File: src/rtl/ppi_pkg.sv
// Shared types for the parallel port interface.
// Assumes an 8-bit data path and a 2-bit register address.
package ppi_pkg;
    localparam int W    = 8;
    localparam int AW   = 2;
    localparam int HALF = W / 2;

    localparam logic [AW-1:0] SEL_A   = 2'd0;
    localparam logic [AW-1:0] SEL_B   = 2'd1;
    localparam logic [AW-1:0] SEL_C   = 2'd2;
    localparam logic [AW-1:0] SEL_CTL = 2'd3;

    // Decoded configuration held by the block
    typedef struct packed {
        logic a_strb;
        logic a_in;
        logic ch_in;
        logic b_strb;
        logic b_in;
        logic cl_in;
    } mode_t;

    localparam mode_t MODE_RST = '{a_strb: 1'b0, a_in: 1'b1, ch_in: 1'b1,
                                   b_strb: 1'b0, b_in: 1'b1, cl_in: 1'b1};

    // Pull the configuration fields out of a mode word
    function automatic mode_t decode_mode(input logic [W-1:0] w);
        mode_t m;
        m.a_strb = w[5];
        m.a_in   = w[4];
        m.ch_in  = w[3];
        m.b_strb = w[2];
        m.b_in   = w[1];
        m.cl_in  = w[0];
        return m;
    endfunction
endpackage

File: src/rtl/ppi_port_unit.sv
// One handshaking data port (used for A and B).
// Holds the output latch, the strobed input register, the buffer-full
// flag and the interrupt flag. Assumes hs_n is synchronous to clk.
module ppi_port_unit #(
    parameter int W = 8
) (
    input  logic         clk,
    input  logic         rst_n,
    input  logic         clear,
    input  logic         strobed,
    input  logic         is_input,
    input  logic         wr_hit,
    input  logic         rd_hit,
    input  logic [W-1:0] wdata,
    input  logic [W-1:0] pins_in,
    input  logic         hs_n,
    input  logic         inte,
    output logic [W-1:0] latch_q,
    output logic [W-1:0] rdata,
    output logic         full,
    output logic         intr
);
    logic         hs_prev;
    logic [W-1:0] inreg_q;
    logic         iflag_q;
    logic         hs_fall;

    assign hs_fall = hs_prev & ~hs_n;

    // Remember the last sampled handshake level for edge detection
    always_ff @(posedge clk) begin
        if (!rst_n) hs_prev <= 1'b1;
        else        hs_prev <= hs_n;
    end

    // Output latch, input register and handshake flags
    always_ff @(posedge clk) begin
        if (!rst_n || clear) begin
            latch_q <= '0;
            inreg_q <= '0;
            full    <= 1'b0;
            iflag_q <= 1'b0;
        end else begin
            if (wr_hit) latch_q <= wdata;
            if (!strobed) begin
                full    <= 1'b0;
                iflag_q <= 1'b0;
            end else if (is_input) begin
                if (rd_hit || wr_hit) iflag_q <= 1'b0;
                if (hs_fall) begin
                    inreg_q <= pins_in;
                    full    <= 1'b1;
                    iflag_q <= 1'b1;
                end else if (rd_hit) begin
                    full <= 1'b0;
                end
            end else begin
                if (rd_hit || wr_hit) iflag_q <= 1'b0;
                if (wr_hit) begin
                    full <= 1'b1;
                end else if (hs_fall) begin
                    full    <= 1'b0;
                    iflag_q <= 1'b1;
                end
            end
        end
    end

    // Read path: latched byte, live pins or output latch
    always_comb begin
        if (!is_input)    rdata = latch_q;
        else if (strobed) rdata = inreg_q;
        else              rdata = pins_in;
    end

    assign intr = iflag_q & inte;
endmodule

File: src/rtl/ppi_portc_mux.sv
// Builds port C drive, enables and readback from the latch, the
// direction halves and the handshake flags of ports A and B.
module ppi_portc_mux
    import ppi_pkg::*;
(
    input  mode_t        mode,
    input  logic [W-1:0] pc_latch,
    input  logic [W-1:0] pc_in,
    input  logic         full_a,
    input  logic         intr_a,
    input  logic         full_b,
    input  logic         intr_b,
    output logic [W-1:0] pc_out,
    output logic [W-1:0] pc_oe,
    output logic [W-1:0] pc_rd
);
    logic [W-1:0] base_oe;

    assign base_oe = {{HALF{~mode.ch_in}}, {HALF{~mode.cl_in}}};

    // Start from plain-mode behaviour, then overlay handshake pins
    always_comb begin
        pc_out = pc_latch;
        pc_oe  = base_oe;
        for (int i = 0; i < W; i++)
            pc_rd[i] = base_oe[i] ? pc_latch[i] : pc_in[i];
        if (mode.a_strb) begin
            pc_out[3] = intr_a; pc_oe[3] = 1'b1; pc_rd[3] = intr_a;
            if (mode.a_in) begin
                pc_out[5] = full_a; pc_oe[5] = 1'b1; pc_rd[5] = full_a;
                pc_oe[4]  = 1'b0;   pc_rd[4] = pc_latch[4];
            end else begin
                pc_out[7] = ~full_a; pc_oe[7] = 1'b1; pc_rd[7] = ~full_a;
                pc_oe[6]  = 1'b0;    pc_rd[6] = pc_latch[6];
            end
        end
        if (mode.b_strb) begin
            pc_out[0] = intr_b; pc_oe[0] = 1'b1; pc_rd[0] = intr_b;
            pc_out[1] = mode.b_in ? full_b : ~full_b;
            pc_oe[1]  = 1'b1;
            pc_rd[1]  = pc_out[1];
            pc_oe[2]  = 1'b0;   pc_rd[2] = pc_latch[2];
        end
    end
endmodule

File: src/rtl/ppi_core.sv
// Top of the three-port parallel interface. Decodes the bus, holds the
// mode and port C latch, and joins the two port units and the port C
// mux. Assumes one-cycle bus strobes and pins synchronous to clk.
module ppi_core
    import ppi_pkg::*;
(
    input  logic          clk,
    input  logic          rst_n,
    input  logic          cs_n,
    input  logic          rd_n,
    input  logic          wr_n,
    input  logic [AW-1:0] addr,
    input  logic [W-1:0]  din,
    output logic [W-1:0]  dout,
    input  logic [W-1:0]  pa_in,
    output logic [W-1:0]  pa_out,
    output logic [W-1:0]  pa_oe,
    input  logic [W-1:0]  pb_in,
    output logic [W-1:0]  pb_out,
    output logic [W-1:0]  pb_oe,
    input  logic [W-1:0]  pc_in,
    output logic [W-1:0]  pc_out,
    output logic [W-1:0]  pc_oe
);
    localparam int IW = $clog2(W);

    mode_t        mode_q;
    logic [W-1:0] pc_latch;
    logic         wr_hit, rd_hit, mode_wr, bsr_wr;
    logic [W-1:0] rdata_a, rdata_b, pc_rd;
    logic         full_a, intr_a, full_b, intr_b;
    logic [IW-1:0] bsr_idx;

    assign wr_hit  = ~cs_n & ~wr_n;
    assign rd_hit  = ~cs_n & ~rd_n & wr_n;
    assign mode_wr = wr_hit && addr == SEL_CTL && din[W-1];
    assign bsr_wr  = wr_hit && addr == SEL_CTL && !din[W-1];
    assign bsr_idx = din[IW:1];

    // Mode register
    always_ff @(posedge clk) begin
        if (!rst_n)       mode_q <= MODE_RST;
        else if (mode_wr) mode_q <= decode_mode(din);
    end

    // Port C latch: whole-byte writes and single-bit updates
    always_ff @(posedge clk) begin
        if (!rst_n || mode_wr)             pc_latch <= '0;
        else if (bsr_wr)                   pc_latch[bsr_idx] <= din[0];
        else if (wr_hit && addr == SEL_C)  pc_latch <= din;
    end

    ppi_port_unit #(.W(W)) u_port_a (
        .clk(clk), .rst_n(rst_n), .clear(mode_wr),
        .strobed(mode_q.a_strb), .is_input(mode_q.a_in),
        .wr_hit(wr_hit && addr == SEL_A), .rd_hit(rd_hit && addr == SEL_A),
        .wdata(din), .pins_in(pa_in),
        .hs_n(mode_q.a_in ? pc_in[4] : pc_in[6]),
        .inte(mode_q.a_in ? pc_latch[4] : pc_latch[6]),
        .latch_q(pa_out), .rdata(rdata_a), .full(full_a), .intr(intr_a)
    );

    ppi_port_unit #(.W(W)) u_port_b (
        .clk(clk), .rst_n(rst_n), .clear(mode_wr),
        .strobed(mode_q.b_strb), .is_input(mode_q.b_in),
        .wr_hit(wr_hit && addr == SEL_B), .rd_hit(rd_hit && addr == SEL_B),
        .wdata(din), .pins_in(pb_in),
        .hs_n(pc_in[2]), .inte(pc_latch[2]),
        .latch_q(pb_out), .rdata(rdata_b), .full(full_b), .intr(intr_b)
    );

    ppi_portc_mux u_pc (
        .mode(mode_q), .pc_latch(pc_latch), .pc_in(pc_in),
        .full_a(full_a), .intr_a(intr_a), .full_b(full_b), .intr_b(intr_b),
        .pc_out(pc_out), .pc_oe(pc_oe), .pc_rd(pc_rd)
    );

    assign pa_oe = {W{~mode_q.a_in}};
    assign pb_oe = {W{~mode_q.b_in}};

    // Read data multiplexer, quiet outside read cycles
    always_comb begin
        dout = '0;
        if (rd_hit) begin
            case (addr)
                SEL_A:   dout = rdata_a;
                SEL_B:   dout = rdata_b;
                SEL_C:   dout = pc_rd;
                default: dout = '0;
            endcase
        end
    end
endmodule

File: config.mk
export PLATFORM = sky130hd
export DESIGN_NAME = ppi_core
export DESIGN_NICKNAME = d
export VERILOG_FILES = /design/src/rtl/ppi_pkg.sv /design/src/rtl/ppi_port_unit.sv /design/src/rtl/ppi_portc_mux.sv /design/src/rtl/ppi_core.sv
export SDC_FILE = /design/constraint.sdc
export NUM_CORES = 1
export LEC_CHECK = 0
export BUFFER_PORTS_ARGS = -buffer_cell sky130_fd_sc_hd__buf_2
export CORE_MARGIN = 2
export CORE_UTILIZATION = 49
export DETAILED_ROUTE_END_ITERATION = 8
export PLACE_DENSITY = 0.78
export SETUP_SLACK_MARGIN = 0.05
export SLEW_MARGIN = 10
export SYNTH_ARGS = -nofsm -noshare
export SYNTH_HDL_FRONTEND = slang
export SYNTH_SLANG_ARGS = --single-unit
File: constraint.sdc
create_clock -name clk -period 1.99 [get_ports clk]
set_input_delay 0.4975 -clock clk [delete_from_list [all_inputs] [get_ports clk]]
set_output_delay 0.4975 -clock clk [all_outputs]
set_load 0.005 [all_outputs]
==> run metrics <==
outcome=finished with violations; failing checks=setup timing; RSZ-0062 raised after global routing=true; 1st-pass router iterations=5; starting density of the core=51.25%; crit end category=output port; DRC=0; Setup WS post-layout=-0.02828 ns; Gate Count Post-Synth=400; final non-filler cell area=3745 um^2; die area=6916 um^2; IO Pins=95; pwr dens=between 500 and 600 nW/um^2; CTS max path bufs=2; Slew Limit Fails=0; fraction of registers with async set/reset=0%; initial antenna violation count=0; r2r startpoint=mode_q[4]$_SDFFE_PN1P_; area delta synth->final=21.96%; placed cell count=549; Hold Path Stages=2; CP bufs+invs=2; hpwl dp=6633 um; Seq cells post-synth=52; Hold EP=u_port_b.hs_prev$_SDFF_PN1_; slowest CP cell=dfxtp_4; Buffers on Ports=94; synth warn=0; vias per cell=between 5 and 6; Die Ht=~83 um; post-layout min period=2.018 ns; Setup CP Type=flop to output port; Cell Count, Final, Fillers Out=561; CORE AREA=~6000 um^2; n_diodes=0; pre-CTS setup slack=-0.04330 ns; 1st-iter DRT viols=approximately 290; largest net degree at the start of global routing=33; placed cell area=about 3600 um^2; vias in the first global route=2962; CP Cell Sequence=buf_12 > mux2i_1 > nand2_1 > o211ai_1 > a31oi_1 > buf_2; number of max-cap violations=0; Final period util=101.4%; CTS clock-pin slew for the worst setup and hold paths=about 0.090 ns; sequential-to-total area share from yosys stat=between 30% and 40%; Peak supply drop=0.0003473 V; Leak=approximately 1.7 nW; Max Clock Skew=0.002994 ns; Reg2Reg Setup Slack=0.18 ns; WL/cell=15.91 um; fmax=495.5 MHz; HP Class=input port to flop; global route overflow=0; R2R cell count=5; Final setup viols=4; H-tree depth=2; CTS tree=yes; layout cells sized above 1=a little under a third; worst-margin pin slew=0.3708 ns; hold path startpoint=pc_in[2]; syn nets=439; die width=83.16 um; Synth Flop Type=dfxtp_1; Clock Latency Late Sink=0.30 ns; R2R Path End=u_port_a.inreg_q[2]$_SDFFE_PP0P_; Critical Path AT=1.52 ns; Fill cells=around 550; Hold Fails Final Rpt=0; Avg Cell Area, Syn=7.676 um^2; first-pass GRT wire length=around 14000 um; crit-path max FO=10; crit start category=flop; Antenna Nets Post-Route=0; Worst path max stage delay=0.40 ns; post-synthesis cell type count=45; CP required=1.49 ns; synthesized area=3070 um^2; root cell of the clock tree=clkbuf_8; Total GRT Usage=between 20% and 30%; layout net count=between 500 and 600; Routed WL=a little under 9000 um; crit-path leading delay family=flip-flops; GPL Wtd Cong=0.9388; Row Count=28; worst rel slew slack=74.57%; hold_ws=0.4261 ns; via count=3195; TritonCTS Buffers=5; Post-synth EDFFs=0; Clock Sinks=52
==> worst reg2reg max path: cells and delay by family, from the launching register on <==
kind                   cells  cell delay (ns)
buffers and inverters      1             0.29
AND/OR/NAND/NOR            2             0.53
multiplexers               1             0.41
flip-flops                 1             0.38
AO/OA/AOI/OAI              1             0.13
==> synth_stat cells, types with 4 or more instances <==
| cell | n | area share, % |
|---|---|---|
| o211ai_1 | 17 | 4.2 |
| nand2b_1 | 4 | 0.81 |
| nand4_1 | 7 | 1.4 |
| nor2b_1 | 6 | 1.2 |
| clkbuf_1 | 10 | 1.2 |
| inv_1 | 10 | 1.2 |
| mux2i_1 | 26 | 8.5 |
| nor2_1 | 9 | 1.1 |
| buf_4 | 19 | 4.6 |
| o21ai_0 | 10 | 1.6 |
| nand3_1 | 9 | 1.5 |
| buf_2 | 14 | 2.3 |
| dfxtp_1 | 52 | 34 |
| nand2_1 | 104 | 13 |
| a31oi_1 | 11 | 2.2 |
| a21oi_1 | 46 | 7.5 |
| a21boi_0 | 4 | 0.98 |
==> logic make-up (layout without fill, tap and decap cells) <==
group	count (synthesis)	count (layout)	share of synthesized area [%]
multiplexers	29	29	9.576
AND/OR/NAND/NOR	160	160	25.59
AO/OA/AOI/OAI	100	100	19.93
flip-flops	52	52	33.90
buffers and inverters	58	144	10.72
XOR/XNOR	1	1	0.2853
==> repair_timing <==
action                     4_1_cts  5_1_grt
gates cloned                     1        0
resized for setup               13        3
hold buffers                     0        0
setup endpoints to repair        8       16
pin swaps                        2        3
buffers inserted                 2        1
==> area by class of cell <==
class | instances | area, um^2 | share of cell area (%)
multi-input combinational | 290 | 1714 | 45.77
sequential | 52 | 1055 | 28.17
inverter | 10 | 37.54 | 1.002
tap | 75 | 93.84 | 2.506
timing repair buffer | 126 | 737.0 | 19.68
clock inverter | 2 | 35.03 | 0.9355
clock buffer | 6 | 72.57 | 1.938
==> how the worst max path moves through the flow <==
stage                                       from      end  depth (start not counted)
after floorplan                             cs_n  dout[1]                          4
after global placement                      cs_n  dout[6]                          7
after detailed placement                    cs_n  dout[6]                          7
after CTS                 mode_q[5]$_SDFFE_PN0P_  dout[2]                          6
after global routing      mode_q[5]$_SDFFE_PN0P_  dout[2]                          6
final                     mode_q[5]$_SDFFE_PN0P_  dout[2]                          6
==> report_power, final <==
| group | internal, mW | total (mW) | switching (mW) |
|---|---|---|---|
| registers | 1.05 | 1.07 | 0.0144 |
| logic | 0.132 | 0.309 | 0.176 |
| clock network | 0.374 | 0.728 | 0.354 |
==> stage by stage <==
| stage | power (mW) | TNS [ns] | util (%) |
|---|---|---|---|
| 3_3_place_gp | 1.388 | 0 | 59.73 |
| 4_1_cts | 2.106 | -0.09375 | 62.20 |
| 2_1_floorplan | 1.264 | 0 | - |
| 5_1_grt | 2.183 | -0.6719 | 62.51 |
| 6_report | 2.103 | -0.06548 | 62.51 |
| 3_5_place_dp | 1.393 | -0.06605 | 59.73 |
==> layout by cell type, fill, tap and decap left out, drive strengths merged <==
cell,n
o22a,3
o41ai,1
nor4,1
or3,1
nor4b,3
nand2,104
a31oi,11
nor2,10
o21ai,11
a211oi,1
bufinv,1
clkinv,1
dfxtp,52
xnor2,1
and3,3
and2b,1
mux2,3
a311oi,1
nand4b,2
inv,10
nor3b,3
clkbuf,6
o2bb2a,1
or4,1
and2,2
a21oi,46
nand2b,4
o211ai,17
o22ai,2
a41oi,1
o221ai,1
a21boi,4
buf,126
nand4,7
nor3,1
nand3,9
nor2b,6
mux2i,26
and4,2
==> sequential cells by signal, indices dropped and copies added, names as in the netlist <==
| signal | cells |
|---|---|
| mode_q | 6 |
| pc_latch | 8 |
| u_port_a.full | 1 |
| u_port_a.hs_prev | 1 |
| u_port_a.iflag_q | 1 |
| u_port_a.inreg_q | 8 |
| u_port_a.latch_q | 8 |
| u_port_b.full | 1 |
| u_port_b.hs_prev | 1 |
| u_port_b.iflag_q | 1 |
| u_port_b.inreg_q | 8 |
| u_port_b.latch_q | 8 |
==> per-layer routing <==
layer  up-vias  track usage [%]  part of all wire (%)
met4         0            5.961                   1.4
met1      1469            34.90                    44
met3        13            5.169                   8.5
li1       1547                -                     -
met2       166            39.81                    46
met5         -                0                     0
Note: power is estimated with default switching activity, not from simulation.
